--- config.mk ---
export PLATFORM = sky130hd
export DESIGN_NAME = fp_rsv_station
export DESIGN_NICKNAME = d
export VERILOG_FILES = /design/src/rtl/rsv_pkg.sv /design/src/rtl/rsv_prio.sv /design/src/rtl/rsv_slot.sv /design/src/rtl/fp_rsv_station.sv
export SDC_FILE = /design/constraint.sdc
export NUM_CORES = 1
export LEC_CHECK = 0
export ABC_AREA = 1
export ABC_CLOCK_PERIOD_IN_PS = 3300
export BUFFER_PORTS_ARGS = -buffer_cell sky130_fd_sc_hd__buf_2
export CORE_ASPECT_RATIO = 1.1
export CORE_MARGIN = 2
export CORE_UTILIZATION = 40
export DETAILED_ROUTE_END_ITERATION = 16
export PLACE_DENSITY = 0.57
export SETUP_SLACK_MARGIN = 0.3
export SLEW_MARGIN = 10
export SYNTH_ARGS = -nofsm -noshare
export SYNTH_HDL_FRONTEND = slang
export SYNTH_SLANG_ARGS = --single-unit
--- constraint.sdc ---
create_clock -name clk -period 3.3 [get_ports clk]
set_input_delay 0.66 -clock clk [delete_from_list [all_inputs] [get_ports clk]]
set_output_delay 0.66 -clock clk [all_outputs]
set_load 0.05 [all_outputs]
--- src/rtl/rsv_pkg.sv ---
// Shared definitions for the operand wait station.
// Assumes: nothing beyond IEEE 1800-2017 packages.
package rsv_pkg;

    // Slot life cycle: empty, holding (waiting or eligible), sent and awaiting result
    typedef enum logic [1:0] {
        SLOT_FREE = 2'd0,
        SLOT_HELD = 2'd1,
        SLOT_SENT = 2'd2
    } slot_state_t;

    localparam int DEF_SLOTS  = 3;
    localparam int DEF_DATA_W = 64;
    localparam int DEF_TAG_W  = 3;
    localparam int DEF_OP_W   = 4;

endpackage

--- src/rtl/rsv_prio.sv ---
// Fixed-priority picker: grants the lowest-indexed set request.
// Assumes: purely combinational, N >= 1.
module rsv_prio #(
    parameter int N = 3
) (
    input  logic [N-1:0] req,
    output logic [N-1:0] grant,
    output logic         any
);

    // Walk upward and keep only the first request found
    always_comb begin
        logic found;
        found = 1'b0;
        grant = '0;
        for (int i = 0; i < N; i++) begin
            if (req[i] && !found) begin
                grant[i] = 1'b1;
                found    = 1'b1;
            end
        end
        any = |req;
    end

endmodule

--- src/rtl/rsv_slot.sv ---
// One wait-station slot. It holds an op code, two operands (each a value or a
// producer tag) and a destination tag, snoops the result bus, and reports when
// both operands hold values.
// Assumes: alloc only pulses while the slot is free; launch only while eligible.
module rsv_slot
    import rsv_pkg::*;
#(
    parameter int DATA_W = DEF_DATA_W,
    parameter int TAG_W  = DEF_TAG_W,
    parameter int OP_W   = DEF_OP_W
) (
    input  logic              clk,
    input  logic              rst_n,
    input  logic              flush,
    input  logic              alloc,
    input  logic [OP_W-1:0]   iss_op,
    input  logic              iss_a_rdy,
    input  logic [DATA_W-1:0] iss_a_val,
    input  logic [TAG_W-1:0]  iss_a_tag,
    input  logic              iss_b_rdy,
    input  logic [DATA_W-1:0] iss_b_val,
    input  logic [TAG_W-1:0]  iss_b_tag,
    input  logic [TAG_W-1:0]  iss_dst,
    input  logic              cdb_valid,
    input  logic [TAG_W-1:0]  cdb_tag,
    input  logic [DATA_W-1:0] cdb_data,
    input  logic              launch,
    output logic              busy,
    output logic              eligible,
    output logic [OP_W-1:0]   op_q,
    output logic [DATA_W-1:0] a_q,
    output logic [DATA_W-1:0] b_q,
    output logic [TAG_W-1:0]  dst_q
);

    slot_state_t       state;
    logic              a_ok, b_ok;
    logic [TAG_W-1:0]  a_tag, b_tag;
    logic              a_hit_iss, b_hit_iss;
    logic              a_hit_bus, b_hit_bus, own_hit;

    // Tag comparisons against the bus, for issue-time bypass and for snooping
    always_comb begin
        a_hit_iss = cdb_valid && (cdb_tag == iss_a_tag);
        b_hit_iss = cdb_valid && (cdb_tag == iss_b_tag);
        a_hit_bus = cdb_valid && !a_ok && (cdb_tag == a_tag);
        b_hit_bus = cdb_valid && !b_ok && (cdb_tag == b_tag);
        own_hit   = cdb_valid && (cdb_tag == dst_q);
    end

    // Slot state: fill at issue, capture operands, mark sent, free on own result
    always_ff @(posedge clk) begin
        if (!rst_n || flush) begin
            state <= SLOT_FREE;
            a_ok  <= 1'b0;
            b_ok  <= 1'b0;
            a_tag <= '0;
            b_tag <= '0;
            a_q   <= '0;
            b_q   <= '0;
            op_q  <= '0;
            dst_q <= '0;
        end else if (alloc) begin
            state <= SLOT_HELD;
            op_q  <= iss_op;
            dst_q <= iss_dst;
            a_tag <= iss_a_tag;
            b_tag <= iss_b_tag;
            if (iss_a_rdy) begin
                a_q <= iss_a_val; a_ok <= 1'b1;
            end else if (a_hit_iss) begin
                a_q <= cdb_data;  a_ok <= 1'b1;
            end else begin
                a_q <= '0;        a_ok <= 1'b0;
            end
            if (iss_b_rdy) begin
                b_q <= iss_b_val; b_ok <= 1'b1;
            end else if (b_hit_iss) begin
                b_q <= cdb_data;  b_ok <= 1'b1;
            end else begin
                b_q <= '0;        b_ok <= 1'b0;
            end
        end else begin
            case (state)
                SLOT_HELD: begin
                    if (a_hit_bus) begin
                        a_q <= cdb_data; a_ok <= 1'b1;
                    end
                    if (b_hit_bus) begin
                        b_q <= cdb_data; b_ok <= 1'b1;
                    end
                    if (launch) state <= SLOT_SENT;
                end
                SLOT_SENT: begin
                    if (own_hit) state <= SLOT_FREE;
                end
                default: state <= SLOT_FREE;
            endcase
        end
    end

    // Status seen by the pickers
    always_comb begin
        busy     = (state != SLOT_FREE);
        eligible = (state == SLOT_HELD) && a_ok && b_ok;
    end

    AST_LAUNCH_NEEDS_VALUES: assert property (@(posedge clk) disable iff (!rst_n)
        launch |-> (state == SLOT_HELD && a_ok && b_ok));

    AST_ALLOC_INTO_FREE: assert property (@(posedge clk) disable iff (!rst_n)
        alloc |-> (state == SLOT_FREE));

    AST_FREED_AFTER_SENT: assert property (@(posedge clk) disable iff (!rst_n)
        ($fell(busy) && !$past(flush)) |-> $past(state == SLOT_SENT));

endmodule

--- src/rtl/fp_rsv_station.sv ---
// Operand wait station for one floating-point execution unit. Issues fill the
// lowest free slot; the lowest eligible slot is sent each cycle; slots free on
// their own result broadcast; flush empties everything.
// Assumes: the execution unit accepts one operation per cycle unconditionally.
module fp_rsv_station
    import rsv_pkg::*;
#(
    parameter int NUM    = DEF_SLOTS,
    parameter int DATA_W = DEF_DATA_W,
    parameter int TAG_W  = DEF_TAG_W,
    parameter int OP_W   = DEF_OP_W
) (
    input  logic              clk,
    input  logic              rst_n,
    input  logic              flush,
    input  logic              iss_valid,
    output logic              iss_ready,
    input  logic [OP_W-1:0]   iss_op,
    input  logic              iss_a_rdy,
    input  logic [DATA_W-1:0] iss_a_val,
    input  logic [TAG_W-1:0]  iss_a_tag,
    input  logic              iss_b_rdy,
    input  logic [DATA_W-1:0] iss_b_val,
    input  logic [TAG_W-1:0]  iss_b_tag,
    input  logic [TAG_W-1:0]  iss_dst,
    input  logic              cdb_valid,
    input  logic [TAG_W-1:0]  cdb_tag,
    input  logic [DATA_W-1:0] cdb_data,
    output logic              disp_valid,
    output logic [OP_W-1:0]   disp_op,
    output logic [DATA_W-1:0] disp_a,
    output logic [DATA_W-1:0] disp_b,
    output logic [TAG_W-1:0]  disp_dst
);

    logic [NUM-1:0]    busy_vec, ready_vec, free_grant, launch_vec;
    logic [NUM-1:0]    alloc_vec;
    logic              any_free;
    logic [OP_W-1:0]   s_op  [NUM];
    logic [DATA_W-1:0] s_a   [NUM];
    logic [DATA_W-1:0] s_b   [NUM];
    logic [TAG_W-1:0]  s_dst [NUM];

    // Choose the lowest free slot for an incoming issue
    rsv_prio #(.N(NUM)) u_free_pick (
        .req   (~busy_vec),
        .grant (free_grant),
        .any   (any_free)
    );

    // Choose the lowest eligible slot to send
    rsv_prio #(.N(NUM)) u_send_pick (
        .req   (ready_vec),
        .grant (launch_vec),
        .any   (disp_valid)
    );

    // Issue acceptance; flush drops a same-cycle issue
    always_comb begin
        iss_ready = any_free;
        alloc_vec = (iss_valid && iss_ready && !flush) ? free_grant : '0;
    end

    generate
        for (genvar g = 0; g < NUM; g++) begin : g_slot
            rsv_slot #(.DATA_W(DATA_W), .TAG_W(TAG_W), .OP_W(OP_W)) u_slot (
                .clk       (clk),
                .rst_n     (rst_n),
                .flush     (flush),
                .alloc     (alloc_vec[g]),
                .iss_op    (iss_op),
                .iss_a_rdy (iss_a_rdy),
                .iss_a_val (iss_a_val),
                .iss_a_tag (iss_a_tag),
                .iss_b_rdy (iss_b_rdy),
                .iss_b_val (iss_b_val),
                .iss_b_tag (iss_b_tag),
                .iss_dst   (iss_dst),
                .cdb_valid (cdb_valid),
                .cdb_tag   (cdb_tag),
                .cdb_data  (cdb_data),
                .launch    (launch_vec[g]),
                .busy      (busy_vec[g]),
                .eligible  (ready_vec[g]),
                .op_q      (s_op[g]),
                .a_q       (s_a[g]),
                .b_q       (s_b[g]),
                .dst_q     (s_dst[g])
            );
        end
    endgenerate

    // One-hot select of the sent slot's contents
    always_comb begin
        disp_op  = '0;
        disp_a   = '0;
        disp_b   = '0;
        disp_dst = '0;
        for (int i = 0; i < NUM; i++) begin
            if (launch_vec[i]) begin
                disp_op  = disp_op  | s_op[i];
                disp_a   = disp_a   | s_a[i];
                disp_b   = disp_b   | s_b[i];
                disp_dst = disp_dst | s_dst[i];
            end
        end
    end

    AST_SINGLE_SEND: assert property (@(posedge clk) disable iff (!rst_n)
        $onehot0(launch_vec));

    AST_LOWEST_SENT: assert property (@(posedge clk) disable iff (!rst_n)
        disp_valid |-> ((ready_vec & (launch_vec - 1'b1)) == '0));

    AST_FULL_REFUSES: assert property (@(posedge clk) disable iff (!rst_n)
        (&busy_vec) |-> !iss_ready);

    AST_FLUSH_EMPTIES: assert property (@(posedge clk) disable iff (!rst_n)
        flush |=> (busy_vec == '0));

endmodule

==> flow_summary.json <==
{
  "status": "complete, no violations",
  "cp_slowest_stage_delay_ps": 350,
  "arrival_ps": 2380,
  "power_w": 0.0123,
  "vias_per_cell": 5.60,
  "area_growth_pct": 23.3,
  "stdcell_count": 5789,
  "wl_per_cell_um": 21.7,
  "grtUsageTotal_pct": 33.9,
  "max-vdd-ir-drop_v": 0.000352,
  "cp_top_family": "buffers and inverters",
  "grt_use_met1_pct": 43.3,
  "die-area_um2": 70900,
  "crit_chain": "inv_2 -> nor3_4 -> nand3_4 -> buf_4 -> clkbuf_16 -> o221ai_1 -> buf_4",
  "met3_usage_pct": 5.64,
  "timing.hold.ws_ps": 301,
  "drv_cap": 0,
  "hp-start": "iss_op[3]",
  "finalHoldViolations": 0,
  "setup_violations": 0,
  "numCtsBuffers": 52,
  "setup_tns_ps": 0,
  "fin_worst_skew_ps": 22.0,
  "port_buffers": 351,
  "worst_slew_pin_slew_ps": 850,
  "synth-seq-cells": 435,
  "cts_root_buf": "clkbuf_16",
  "drt_iter0_drc": 3037,
  "layout-drive-gt1-share_pct": 14.7,
  "place.gp.congestion": 0.874,
  "diodes": 0,
  "crit_path_frequent_cell": "buf_4",
  "final_common_cell": "nor2_1",
  "worstSetupStartpoint": "g_slot[2].u_slot.b_ok",
  "worstPathRequired_ps": 2640,
  "drt-total-wl_um": 126000,
  "worst_setup_path_start_kind": "flop",
  "ant_nets": 0,
  "synthTopCellsByArea": "dfxtp_1 (32%), nor2_1 (15%), nand3_1 (14%), nand2_1 (13%), a21oi_1 (7.8%)",
  "die_height_um": 279,
  "clk_latency_ps": 630,
  "syn_avg_cell_area_um2": 5.89,
  "num_vias": 32441,
  "top_usage_layer": "met2",
  "hp-class": "in2reg",
  "syn-cell-area_um2": 27500,
  "cts_hold_buf": 0,
  "slew_headroom_pct": 43.3,
  "rr_startpoint": "g_slot[1].u_slot.state[0]",
  "dp_hpwl_um": 71400,
  "p_leak_nw": 14.3,
  "cts.sinks": 435,
  "layout.nets": 5050,
  "grt_pass1_wl_um": 185000,
  "tritoncts": "yes",
  "start_util_pct": 40.6,
  "row_count": 100,
  "yosysWarningCount": 0,
  "die-width_um": 254,
  "critPathCaptureType": "output port",
  "route.detailed.drc": 0,
  "rsz0062_at_grt": "yes",
  "ff2ff_setup_slack_ps": 1020,
  "max_clock_freq_mhz": 329,
  "final_cell_mix": "nor2_1 (1066), nand2_1 (929), nand3_1 (751)",
  "critPathMaxFanout": 13,
  "finalCritPeriodShare_pct": 92.1,
  "placed_cells": 5665,
  "cts.htree.levels": 2,
  "pin_count": 352,
  "grt_max_degree": 157,
  "antenna_found_initial": 3,
  "finalCriticalPeriod_ps": 3040,
  "p_per_area_nw_per_um2": 362,
  "core-area_um2": 67800,
  "slowest_stage": "dfxtp_2",
  "critical_path_buf_inv_count": 4,
  "synth_top_area_cell": "dfxtp_1",
  "grt_overflow_total": 0,
  "synthDistinctLibCells": 27,
  "crit_type": "reg2out",
  "firstDrtPassIters": 6,
  "syn_inst": 4675,
  "ys_seq_area_share_pct": 31.7,
  "grt_pass1_vias": 30683,
  "synth_top_area_share_pct": 31.7,
  "slew_violations": 0,
  "clkSlewWorstSetupHoldPaths_ps": 60,
  "synth_nets": 4890,
  "clockBufferDepth": 3,
  "met2_usage_pct": 54.5
}
-- power breakdown --
group	internal (W)	leakage, nW	total, W	switching [W]
Combinational	0.000339	10.0	0.00134	0.000999
Clock	0.00318	0.786	0.00563	0.00245
Sequential	0.00529	3.51	0.00531	0.0000210
Total	0.00881	14.3	0.0123	0.00347
-- cell families after synthesis --
group                  count (synthesis)  share of synthesized area [%]
AND/OR/NAND/NOR                     2804                           42.6
buffers and inverters                820                           12.6
AO/OA/AOI/OAI                        613                           13.0
flip-flops                           435                           31.7
XOR/XNOR                               3                         0.0955
-- per-stage QoR --
stage	instance area, um^2	utilization (%)	worst slack, ps
finish	33900	50.0	259
CTS	33200	49.0	206
detailed placement	30200	44.5	270
global route	33900	50.0	224
global placement	30200	44.5	305
floorplan	27500	-	625
-- area by class of cell --
type	count	area, um^2
clock inverters	8	47.5
well taps	918	1150
multi-input cells	3420	16400
flip-flops and latches	435	8720
repair buffers	479	4340
clock buffers	82	1550
inverters	447	1700
fillers	7291	33900
-- worst reg2reg max path: cells and delay by family (launching register included) --
family | cells | cell delay, ps
buf+inv | 4 | 770
flops | 1 | 340
simple gates | 8 | 1100
-- state kept, by name (all words and copies together), names as in the netlist --
register             cells
g_slot.u_slot.b_ok       3
g_slot.u_slot.b_q      192
g_slot.u_slot.a_tag      9
g_slot.u_slot.a_q      192
g_slot.u_slot.a_ok       3
g_slot.u_slot.op_q      12
g_slot.u_slot.dst_q      9
g_slot.u_slot.state      6
g_slot.u_slot.b_tag      9
-- worst paths after layout --
kind,cells past startpoint,end
hold / removal,3,g_slot[2].u_slot.op_q[3]
hold reg to reg,2,g_slot[1].u_slot.op_q[1]
setup reg to reg,12,g_slot[1].u_slot.a_q[0]
setup / recovery,7,disp_b[62]
-- cell usage after synthesis (all sizes together) --
library cell	instances
dfxtp	435
o21ai	48
nor3	3
clkinv	1
o211ai	2
nand2	939
buf	233
a21oi	427
o22ai	1
nand4	6
nand3	776
o221ai	135
nand3b	1
xnor2	3
inv	446
nor2	1079
clkbuf	140
-- what timing repair did --
action	4_1_cts	5_1_grt
pin swaps	5	5
setup endpoints to repair	136	126
gates resized for setup	274	92
setup buffers	14	8
cloned	6	6
-- routing by layer --
metal  share of wire, %  vias to the layer above
met4                5.5                        6
met3                9.0                      375
met1                 40                    15066
met2                 45                     1629
li1                   -                    15365
met5              0.031                        -
No activity file was read; power rests on OpenSTA's default activity.
